**src/rtl/pbc_pkg.sv**
```systemverilog
// Package: shared encodings for the page buffer command controller.
// Assumes: status codes are observed by software exactly as listed here.
package pbc_pkg;

    typedef enum logic [1:0] {
        ST_OK       = 2'b00,
        ST_CORR     = 2'b01,
        ST_UNCORR   = 2'b10,
        ST_REFUSED  = 2'b11
    } pbc_status_e;

    typedef enum logic [1:0] {
        PH_IDLE  = 2'd0,
        PH_SHORT = 2'd1,
        PH_COPY  = 2'd2
    } pbc_phase_e;

    typedef enum logic [1:0] {
        ACT_NONE       = 2'd0,
        ACT_DISCARD    = 2'd1,
        ACT_UNPROT_HIT = 2'd2,
        ACT_REFUSE     = 2'd3
    } pbc_act_e;

endpackage

```
**src/rtl/pbc_err_store.sv**
```systemverilog
// Module: pbc_err_store
// Holds one correctable and one uncorrectable flag per block of every
// modelled page, written through a test port and read by the fetch walker.
// Assumes: BLOCKS divides the index space evenly; indices arrive in range.
module pbc_err_store #(
    parameter int NUM_PAGES = 16,
    parameter int BLOCKS    = 2,
    parameter int PIDX_W    = 4,
    parameter int BLK_W     = 1
) (
    input  logic              clk,
    input  logic              rst_n,
    input  logic              wr_en_i,
    input  logic [PIDX_W-1:0] wr_page_i,
    input  logic [BLK_W-1:0]  wr_blk_i,
    input  logic              wr_ce_i,
    input  logic              wr_ue_i,
    input  logic [PIDX_W-1:0] rd_page_i,
    input  logic [BLK_W-1:0]  rd_blk_i,
    output logic              rd_ce_o,
    output logic              rd_ue_o
);

    localparam int TOTAL = NUM_PAGES * BLOCKS;
    localparam int IDX_W = (TOTAL > 1) ? $clog2(TOTAL) : 1;

    logic [TOTAL-1:0] ce_q;
    logic [TOTAL-1:0] ue_q;
    logic [IDX_W-1:0] wr_idx;
    logic [IDX_W-1:0] rd_idx;

    // Flatten page and block into a flag index.
    always_comb begin
        wr_idx = IDX_W'(wr_page_i) * IDX_W'(BLOCKS) + IDX_W'(wr_blk_i);
        rd_idx = IDX_W'(rd_page_i) * IDX_W'(BLOCKS) + IDX_W'(rd_blk_i);
    end

    // Store flag writes; all flags clear on reset.
    always_ff @(posedge clk) begin
        if (!rst_n) begin
            ce_q <= '0;
            ue_q <= '0;
        end else if (wr_en_i && (int'(wr_idx) < TOTAL)) begin
            ce_q[wr_idx] <= wr_ce_i;
            ue_q[wr_idx] <= wr_ue_i;
        end
    end

    // Present the flags of the addressed block.
    always_comb begin
        rd_ce_o = 1'b0;
        rd_ue_o = 1'b0;
        if (int'(rd_idx) < TOTAL) begin
            rd_ce_o = ce_q[rd_idx];
            rd_ue_o = ue_q[rd_idx];
        end
    end

    // a flag write lands in the addressed slot by the next cycle.
    p_inj_lands_r12: assert property (@(posedge clk) disable iff (!rst_n)
        wr_en_i && (rd_idx == wr_idx) && (int'(wr_idx) < TOTAL)
        |=> ($past(rd_idx) != rd_idx) || (rd_ue_o == $past(wr_ue_i)));

endmodule

```
**src/rtl/pbc_copy_walker.sv**
```systemverilog
// Module: pbc_copy_walker
// Steps through a page one word per cycle and ORs together the error flags
// of the blocks it passes, giving an end-of-page error summary.
// Assumes: start_i is never raised while a walk is active.
module pbc_copy_walker #(
    parameter int WORDS = 8,
    parameter int WPB   = 4,
    parameter int BLK_W = 1,
    parameter int CNT_W = 3
) (
    input  logic             clk,
    input  logic             rst_n,
    input  logic             start_i,
    input  logic             word_ce_i,
    input  logic             word_ue_i,
    output logic             active_o,
    output logic [BLK_W-1:0] blk_o,
    output logic             last_o,
    output logic             ce_any_o,
    output logic             ue_any_o
);

    logic [CNT_W-1:0] cnt_q;
    logic             active_q;
    logic             ce_acc_q;
    logic             ue_acc_q;

    // Current block, last-word flag and running error summary.
    always_comb begin
        blk_o    = BLK_W'(cnt_q / CNT_W'(WPB));
        last_o   = active_q && (cnt_q == CNT_W'(WORDS - 1));
        ce_any_o = ce_acc_q | word_ce_i;
        ue_any_o = ue_acc_q | word_ue_i;
        active_o = active_q;
    end

    // Advance the word counter and collect flags word by word.
    always_ff @(posedge clk) begin
        if (!rst_n) begin
            cnt_q    <= '0;
            active_q <= 1'b0;
            ce_acc_q <= 1'b0;
            ue_acc_q <= 1'b0;
        end else if (start_i) begin
            cnt_q    <= '0;
            active_q <= 1'b1;
            ce_acc_q <= 1'b0;
            ue_acc_q <= 1'b0;
        end else if (active_q) begin
            ce_acc_q <= ce_acc_q | word_ce_i;
            ue_acc_q <= ue_acc_q | word_ue_i;
            if (last_o) active_q <= 1'b0;
            else        cnt_q    <= cnt_q + 1'b1;
        end
    end

    // every walk begins at word zero with a clean summary.
    p_walk_fresh_r3: assert property (@(posedge clk) disable iff (!rst_n)
        start_i |=> active_q && (cnt_q == '0) && !ce_acc_q && !ue_acc_q);

    // the walk stops right after its last word.
    p_walk_stops_r8: assert property (@(posedge clk) disable iff (!rst_n)
        last_o && !start_i |=> !active_q);

endmodule

```
**src/rtl/pbc_buf_state.sv**
```systemverilog
// Module: pbc_buf_state
// Records which page the buffer holds and its modified and protected flags.
// Assumes: at most one of load, discard and unprotect is high per cycle.
module pbc_buf_state #(
    parameter int PN_W = 15
) (
    input  logic            clk,
    input  logic            rst_n,
    input  logic            load_i,
    input  logic [PN_W-1:0] load_page_i,
    input  logic            discard_i,
    input  logic            unprot_i,
    input  logic            write_i,
    input  logic            write_prot_i,
    output logic            valid_o,
    output logic [PN_W-1:0] page_o,
    output logic            mod_o,
    output logic            prot_o
);

    logic            valid_q;
    logic [PN_W-1:0] page_q;
    logic            mod_q;
    logic            prot_q;

    // Apply the one buffer event of this cycle.
    always_ff @(posedge clk) begin
        if (!rst_n) begin
            valid_q <= 1'b0;
            page_q  <= '0;
            mod_q   <= 1'b0;
            prot_q  <= 1'b0;
        end else if (load_i) begin
            valid_q <= 1'b1;
            page_q  <= load_page_i;
            mod_q   <= 1'b0;
            prot_q  <= 1'b0;
        end else if (discard_i) begin
            mod_q   <= 1'b0;
            prot_q  <= 1'b0;
        end else if (unprot_i) begin
            prot_q  <= 1'b0;
        end else if (write_i && valid_q) begin
            mod_q   <= 1'b1;
            prot_q  <= prot_q | write_prot_i;
        end
    end

    assign valid_o = valid_q;
    assign page_o  = page_q;
    assign mod_o   = mod_q;
    assign prot_o  = prot_q;

    // protection only ever covers a modified buffer.
    p_prot_needs_mod_r11: assert property (@(posedge clk) disable iff (!rst_n)
        prot_q |-> mod_q);

    // a fetched page arrives clean.
    p_load_clean_r3: assert property (@(posedge clk) disable iff (!rst_n)
        load_i |=> valid_q && !mod_q && !prot_q && (page_q == $past(load_page_i)));

    // a write with no resident page changes nothing.
    p_write_empty_r9: assert property (@(posedge clk) disable iff (!rst_n)
        write_i && !valid_q && !load_i |=> !mod_q);

endmodule

```
**src/rtl/flash_pgbuf_ctrl.sv**
```systemverilog
// Module: flash_pgbuf_ctrl
// Accepts Unprotect Page and Discard Page commands, decides between hit,
// refusal and fetch, sequences the fetch and reports a completion code.
// Assumes: WORDS_PER_PAGE and WORDS_PER_BLOCK are powers of two, with
// WORDS_PER_PAGE >= 2, and MODEL_PAGES <= 2**(page number width).
module flash_pgbuf_ctrl
    import pbc_pkg::*;
#(
    parameter int ADDR_W          = 18,
    parameter int WORDS_PER_PAGE  = 8,
    parameter int WORDS_PER_BLOCK = 4,
    parameter int MODEL_PAGES     = 16,
    localparam int OFS_W  = $clog2(WORDS_PER_PAGE),
    localparam int PN_W   = ADDR_W - OFS_W,
    localparam int BLOCKS = WORDS_PER_PAGE / WORDS_PER_BLOCK,
    localparam int BLK_W  = (BLOCKS > 1) ? $clog2(BLOCKS) : 1,
    localparam int PIDX_W = (MODEL_PAGES > 1) ? $clog2(MODEL_PAGES) : 1
) (
    input  logic              clk,
    input  logic              rst_n,
    input  logic              unprot_req_i,
    input  logic              discard_req_i,
    input  logic [ADDR_W-1:0] addr_i,
    input  logic              loss_prot_i,
    input  logic              buf_wr_i,
    input  logic              inj_we_i,
    input  logic [PIDX_W-1:0] inj_page_i,
    input  logic [BLK_W-1:0]  inj_blk_i,
    input  logic              inj_ce_i,
    input  logic              inj_ue_i,
    output logic              busy_o,
    output logic [1:0]        status_o,
    output logic              res_valid_o,
    output logic [PN_W-1:0]   res_page_o,
    output logic              modified_o,
    output logic              protected_o
);

    pbc_phase_e      phase_q;
    pbc_act_e        act_q;
    pbc_status_e     status_q;
    logic [PN_W-1:0] target_q;

    logic [PN_W-1:0]  req_page;
    logic             idle;
    logic             hit;
    logic             refuse;
    logic             start_copy;
    logic             walk_active;
    logic             walk_last;
    logic             walk_ce;
    logic             walk_ue;
    logic [BLK_W-1:0] walk_blk;
    logic             word_ce;
    logic             word_ue;

    // Decode the request against the current buffer state.
    always_comb begin
        req_page   = addr_i[ADDR_W-1:OFS_W];
        idle       = (phase_q == PH_IDLE);
        hit        = res_valid_o && (res_page_o == req_page);
        refuse     = !hit && modified_o && (loss_prot_i || protected_o);
        start_copy = idle && !discard_req_i && unprot_req_i && !hit && !refuse;
    end

    // Command sequencer: accept, run and complete one command at a time.
    always_ff @(posedge clk) begin
        if (!rst_n) begin
            phase_q  <= PH_IDLE;
            act_q    <= ACT_NONE;
            status_q <= ST_OK;
            target_q <= '0;
        end else begin
            case (phase_q)
                PH_IDLE: begin
                    if (discard_req_i) begin
                        phase_q <= PH_SHORT;
                        act_q   <= ACT_DISCARD;
                    end else if (unprot_req_i) begin
                        if (hit) begin
                            phase_q <= PH_SHORT;
                            act_q   <= ACT_UNPROT_HIT;
                        end else if (refuse) begin
                            phase_q <= PH_SHORT;
                            act_q   <= ACT_REFUSE;
                        end else begin
                            phase_q  <= PH_COPY;
                            act_q    <= ACT_NONE;
                            target_q <= req_page;
                        end
                    end
                end
                PH_SHORT: begin
                    phase_q  <= PH_IDLE;
                    status_q <= (act_q == ACT_REFUSE) ? ST_REFUSED : ST_OK;
                end
                PH_COPY: begin
                    if (walk_last) begin
                        phase_q  <= PH_IDLE;
                        status_q <= walk_ue ? ST_UNCORR :
                                    walk_ce ? ST_CORR   : ST_OK;
                    end
                end
                default: phase_q <= PH_IDLE;
            endcase
        end
    end

    assign busy_o   = !idle;
    assign status_o = status_q;

    pbc_err_store #(
        .NUM_PAGES (MODEL_PAGES),
        .BLOCKS    (BLOCKS),
        .PIDX_W    (PIDX_W),
        .BLK_W     (BLK_W)
    ) u_err (
        .clk       (clk),
        .rst_n     (rst_n),
        .wr_en_i   (inj_we_i),
        .wr_page_i (inj_page_i),
        .wr_blk_i  (inj_blk_i),
        .wr_ce_i   (inj_ce_i),
        .wr_ue_i   (inj_ue_i),
        .rd_page_i (target_q[PIDX_W-1:0]),
        .rd_blk_i  (walk_blk),
        .rd_ce_o   (word_ce),
        .rd_ue_o   (word_ue)
    );

    pbc_copy_walker #(
        .WORDS (WORDS_PER_PAGE),
        .WPB   (WORDS_PER_BLOCK),
        .BLK_W (BLK_W),
        .CNT_W (OFS_W)
    ) u_walk (
        .clk       (clk),
        .rst_n     (rst_n),
        .start_i   (start_copy),
        .word_ce_i (word_ce),
        .word_ue_i (word_ue),
        .active_o  (walk_active),
        .blk_o     (walk_blk),
        .last_o    (walk_last),
        .ce_any_o  (walk_ce),
        .ue_any_o  (walk_ue)
    );

    pbc_buf_state #(
        .PN_W (PN_W)
    ) u_buf (
        .clk          (clk),
        .rst_n        (rst_n),
        .load_i       ((phase_q == PH_COPY) && walk_last),
        .load_page_i  (target_q),
        .discard_i    ((phase_q == PH_SHORT) && (act_q == ACT_DISCARD)),
        .unprot_i     ((phase_q == PH_SHORT) && (act_q == ACT_UNPROT_HIT)),
        .write_i      (idle && buf_wr_i && !discard_req_i && !unprot_req_i),
        .write_prot_i (loss_prot_i),
        .valid_o      (res_valid_o),
        .page_o       (res_page_o),
        .mod_o        (modified_o),
        .prot_o       (protected_o)
    );

    // leaving reset the block is idle with nothing resident.
    p_reset_state_r1: assert property (@(posedge clk) disable iff (!rst_n)
        $rose(rst_n) |-> !busy_o && (status_o == 2'b00) && !res_valid_o);

    // one-cycle commands end after a single busy cycle.
    p_short_one_cycle_r2: assert property (@(posedge clk) disable iff (!rst_n)
        (phase_q == PH_SHORT) |=> !busy_o);

    // a refusal reports 2'b11 and keeps the resident page.
    p_refuse_keeps_r4: assert property (@(posedge clk) disable iff (!rst_n)
        (phase_q == PH_SHORT) && (act_q == ACT_REFUSE)
        |=> (status_o == 2'b11) && $stable(res_page_o) && $stable(modified_o));

    // status moves only when busy falls.
    p_status_hold_r8: assert property (@(posedge clk) disable iff (!rst_n)
        !$fell(busy_o) |-> $stable(status_o));

    // the fetch phase and the walker stay in step.
    p_copy_walk_sync_r3: assert property (@(posedge clk) disable iff (!rst_n)
        (phase_q == PH_COPY) |-> walk_active);

    // an unfinished fetch keeps busy high whatever the strobes do.
    p_busy_ignores_r9: assert property (@(posedge clk) disable iff (!rst_n)
        (phase_q == PH_COPY) && !walk_last |=> busy_o);

    // simultaneous strobes select the discard.
    p_discard_wins_r10: assert property (@(posedge clk) disable iff (!rst_n)
        idle && discard_req_i && unprot_req_i |=> (act_q == ACT_DISCARD));

endmodule

```
**config.mk**
```make
export PLATFORM = sky130hd
export DESIGN_NAME = flash_pgbuf_ctrl
export DESIGN_NICKNAME = d
export VERILOG_FILES = /design/src/rtl/pbc_pkg.sv /design/src/rtl/pbc_err_store.sv /design/src/rtl/pbc_copy_walker.sv /design/src/rtl/pbc_buf_state.sv /design/src/rtl/flash_pgbuf_ctrl.sv
export SDC_FILE = /design/constraint.sdc
export NUM_CORES = 1
export LEC_CHECK = 0
export ABC_AREA = 1
export BUFFER_PORTS_ARGS = -buffer_cell sky130_fd_sc_hd__buf_4
export CORE_MARGIN = 8
export CORE_UTILIZATION = 49
export CTS_CLUSTER_SIZE = 40
export DETAILED_ROUTE_END_ITERATION = 10
export PLACE_DENSITY_LB_ADDON = 0.08
export SLEW_MARGIN = 20
export SYNTH_ARGS = -nofsm -noshare
export SYNTH_HDL_FRONTEND = slang
export SYNTH_HIERARCHICAL = 1
export SYNTH_SLANG_ARGS = --single-unit
```
**constraint.sdc**
```tcl
create_clock -name clk -period 5 [get_ports clk]
set_input_delay 1 -clock clk [delete_from_list [all_inputs] [get_ports clk]]
set_output_delay 1 -clock clk [all_outputs]
set_load 0.005 [all_outputs]
```
==> results <==
- The run finished with clean final reports.
- STA classifies the critical path endpoint as a flip-flop.
- The first TritonRoute pass finished after 5 iterations.
- The number of H-tree levels is 3.
- The fraction of the yosys area taken by sequential cells is 39.1%.
- Prior to clock tree synthesis, the placed netlist has a worst setup slack of 2240 ps.
- Dividing the synthesized area by the synthesized cell count gives 6.40 um^2.
- The starting DRC count in detailed routing is between 200 and 300.
- In this design, the critical path's most frequently occurring cell is sky130_fd_sc_hd__nand2_1.
- During synthesis, Yosys emitted a total of 6 warnings.
- The cell internal power dissipation is 1420 uW.
- The buffer cell driving the clock tree root is sky130_fd_sc_hd__clkbuf_16.
- Of all nets on the critical path, the largest fanout is 32.
- The final worst clock skew is between 5 and 6 ps.
- The cell type with the highest aggregate area in the netlist is sky130_fd_sc_hd__dfxtp_1.
- The wire length of the first global-routing pass is 23.7 mm.
- In the synthesized netlist, the number of instances is about 870.
- The register area is 0.00218 mm^2.
- The half-perimeter wire length after placement is around 9.5 mm.
- Counting the fill cells in the layout gives 1127.
- After clock tree synthesis, the repair step resized 0 gates.
- The power density over the cells is roughly 300 mW/mm^2.
- At the end of routability-driven placement, the weighted congestion stood at 0.801.
- The clock network fraction of design power is around 40%.
- The final critical path takes up 52.0% of the cycle.
- After layout, the worst setup slack is 2400 ps.
- For this configuration, the core starts out at a cell density of roughly half.
- During I/O placement, the number of pins put on the boundary was 53.
- In the layout the commonest cells are sky130_fd_sc_hd__nor2_1 (224), sky130_fd_sc_hd__nand2_1 (166), sky130_fd_sc_hd__inv_1 (110).
- The post-synthesis cell area is 0.00558 mm^2.
- The proportion of total power due to net switching is between 20 and 30%.
- For this run, asynchronously set or reset flops after synthesis account for 0%.
- Yosys attributes the largest share of cell area to sky130_fd_sc_hd__dfxtp_1 (39%), sky130_fd_sc_hd__nor2_1 (15%), sky130_fd_sc_hd__nand2_1 (11%), sky130_fd_sc_hd__inv_1 (7.4%), sky130_fd_sc_hd__o21ai_0 (7.2%).
- The number of max-capacitance violations reported is 0.
- The remaining max-slew budget at the tightest pin is 33.0%.
- Traced cell by cell, the critical path runs through buf_4 -> inv_8 -> nand2_1 -> nand3_1 -> nand3_1 -> nand2_1 -> nand2_1 -> nand2_1 -> nand2_1 -> nand2_1 -> or2_1 -> nor2_1 -> nand2_1 -> a31oi_1.
- The library cell contributing the largest single delay on the critical path is sky130_fd_sc_hd__dfxtp_1.
- The area share of the leading cell type in the synthesized netlist is 39.1%.
- Synthesis inferred between 100 and 150 register bits.
- The count of buffers inserted at the top-level ports is 49.
- The die covers 0.0151 mm^2.
- The final global-route overflow total is 0.
- At the later pin of the worst-skew pair, clock insertion delay measures 350 ps.
- At the pin with the least slew margin, the transition time is 1000 ps.
- The number of setup buffers added after CTS is 0.
- The post-route cell area is 0.00622 mm^2.
- Entering global routing, the biggest net connects around 100 pins.
- Data arrives at the worst endpoint at approximately 2900 ps.
- Summed over all nets, the switching power comes to around 500 uW.
- The number of buffers on the longest clock path is 2.
- In this design, the stage delay of the slowest critical-path cell is around 830 ps.
- STA classifies the critical path startpoint as a flip-flop.
- The row count is 39.
- After detailed routing, the number of remaining DRC violations is 0.
- Setup total negative slack on the finished layout was measured at 0 ps.
- The clock slew seen by the registers of the worst setup and hold paths is 70 ps.
- The netlist uses 32 different library cells.
- The wire length per cell is 13.5 um.
- The die is 123 um wide.
- In this run the vertical extent of the chip is 123 um.
- After layout, the minimum clock period comes to between 2000 and 3000 ps.
- The number of inserted diodes is 0.
- The detail-routed via count per cell is 5.06.
- The area growth from synthesis to final layout is 11.4%.
- The core area is 0.0113 mm^2.
- Across the VDD grid, the largest voltage drop is 0.000368 V.
- For this block, the routed nets add up to 14.1 mm of wire.
- Data on the critical path is required at its endpoint by between 5000 and 6000 ps.
- The achievable clock frequency is 0.385 GHz.
- The net count of the finished layout is between 900 and 1000.
- The via count of the first global-routing pass was 5137.
- The initial antenna violation count was 0.
- The number of endpoints failing setup at the final stage is 0.
- Once detail routing completed, the nets flagged for antenna violations numbered 0.
- Clock tree synthesis found a total of about 110 sinks.
- The number of max-slew violations in the final report is 0.
- The hold buffer count at CTS is 0.
- The overall fraction of global-route tracks in use is 19.5%.
- The placed instances occupy a cell area of slightly below 0.006 mm^2.
- Sequential cells account for 48.0% of the total power.
- TritonCTS created 9 clock buffers.
- Synthesis produced a netlist with a net count of 906.
- The multi-input gate area in the final layout is 0.00268 mm^2.
- Setup repair after global routing left no endpoint under its margin.
- The worst hold path class is reg -> reg.
- The analysis attributes to cell leakage a power of 0.00295 uW.
- The via count is between 5000 and 6000.
- The number of hold violations in the final report is 0.
- The logic gate share of total power is between 10 and 15%.
- The path type of the worst setup path is reg -> reg.
- The TritonCTS clock tree is done.
- Leaving out fill and tap cells, the most frequent cell in the layout is sky130_fd_sc_hd__nor2_1.
- The number of synthesized flops with an enable pin is 0.
- For this run, the leading register cell type out of synthesis is sky130_fd_sc_hd__dfxtp_1.
- The fraction of final layout cells sized beyond drive strength 1 is 13.1%.
state kept, by name, summed over array words and instances, names as in the netlist:
name / count
target_q: 15
u_buf/prot_o: 1
act_q: 2
u_buf/mod_o: 1
status_o: 2
u_err/ue_q: 32
u_walk/active_o: 1
u_walk/ue_acc_q: 1
u_walk/ce_acc_q: 1
u_buf/page_o: 15
u_buf/valid_o: 1
u_walk/cnt_q: 3
u_err/ce_q: 32
phase_q: 2
power groups by stage:
stage | Combinational [uW] | Sequential, uW | Clock (uW)
2_1_floorplan | 174 | 925 | 0
4_1_cts | 218 | 919 | 804
5_1_grt | 244 | 923 | 837
3_5_place_dp | 217 | 939 | 0
6_report | 217 | 919 | 780
3_3_place_gp | 212 | 938 | 0
path summary, 6_finish.rpt:
check | from | endpoint | slack [ps] | cells after the start
setup / recovery | u_walk/cnt_q[2]$_SDFFE_PP0P_ | status_o[0]$_SDFFE_PN0P_ | 2400 | 14
hold / removal | u_walk/ue_acc_q$_SDFFE_PP0P_ | u_walk/ue_acc_q$_SDFFE_PP0P_ | 470 | 2
setup reg to reg | u_walk/cnt_q[2]$_SDFFE_PP0P_ | status_o[0]$_SDFFE_PN0P_ | 2400 | 14
hold reg to reg | u_walk/ue_acc_q$_SDFFE_PP0P_ | u_walk/ue_acc_q$_SDFFE_PP0P_ | 470 | 2
cells in the mapped netlist, types with 2 or more instances:
master,number
sky130_fd_sc_hd__nand2_1,166
sky130_fd_sc_hd__inv_2,12
sky130_fd_sc_hd__nand2_2,19
sky130_fd_sc_hd__a21oi_1,6
sky130_fd_sc_hd__a31oi_1,2
sky130_fd_sc_hd__nand4_1,15
sky130_fd_sc_hd__nor2_1,224
sky130_fd_sc_hd__o21ai_0,80
sky130_fd_sc_hd__buf_1,7
sky130_fd_sc_hd__nand3_1,63
sky130_fd_sc_hd__or2_1,2
sky130_fd_sc_hd__nor2_2,11
sky130_fd_sc_hd__nand3_2,4
sky130_fd_sc_hd__ha_1,2
sky130_fd_sc_hd__o21ai_1,4
sky130_fd_sc_hd__nor2_4,2
sky130_fd_sc_hd__buf_2,2
sky130_fd_sc_hd__buf_6,11
sky130_fd_sc_hd__buf_4,3
sky130_fd_sc_hd__dfxtp_1,109
sky130_fd_sc_hd__clkbuf_1,8
sky130_fd_sc_hd__inv_1,110
cell type report:
class	instances	area share, %
Multi-Input combinational cell	606	43.0
Clock buffer	10	3.84
Inverter	124	7.81
Timing Repair Buffer	50	6.03
Tap cell	143	2.88
Clock inverter	5	1.35
Sequential cell	109	35.1
per-stage QoR:
| step | hold WS, ps | std cells | utilization, % | total power [uW] |
|---|---|---|---|---|
| 3_5_place_dp | 452 | 1032 | 52.3 | 1160 |
| 3_3_place_gp | 444 | 1032 | 52.3 | 1150 |
| 5_1_grt | 498 | 1047 | 55.2 | 2000 |
| 6_report | 470 | 1047 | 55.2 | 1920 |
| 4_1_cts | 469 | 1047 | 55.2 | 1940 |
| 2_1_floorplan | 429 | 872 | - | 1100 |
cell families (layout without fill, tap and decap cells):
group                    Yosys count  after routing  synth area share (%)
AO/OA/AOI/OAI                     94             94                  8.58
AND/OR/NAND/NOR                  510            510                  38.9
buffers and inverters            157            189                  13.0
flip-flops                       109            109                  39.1
adder cells (fa/ha/maj)            2              2                 0.448
routing by layer:
metal	up-vias	share of wire [%]	wire length, um	GRT usage, %
met1	2410	45	6410	22.9
met5	-	0	0	0
li1	2734	-	-	-
met3	24	5.5	779	5.98
met2	127	47	6680	33.4
met4	0	1.8	259	6.25
critical path: cells and delay by family, from the launching register on:
kind | cells | cell delay, ps
AO/OA/AOI/OAI | 1 | 120
flip-flops | 1 | 830
buffers and inverters | 2 | 500
AND/OR/NAND/NOR | 11 | 1070
Power figures use the tool's default switching activity.
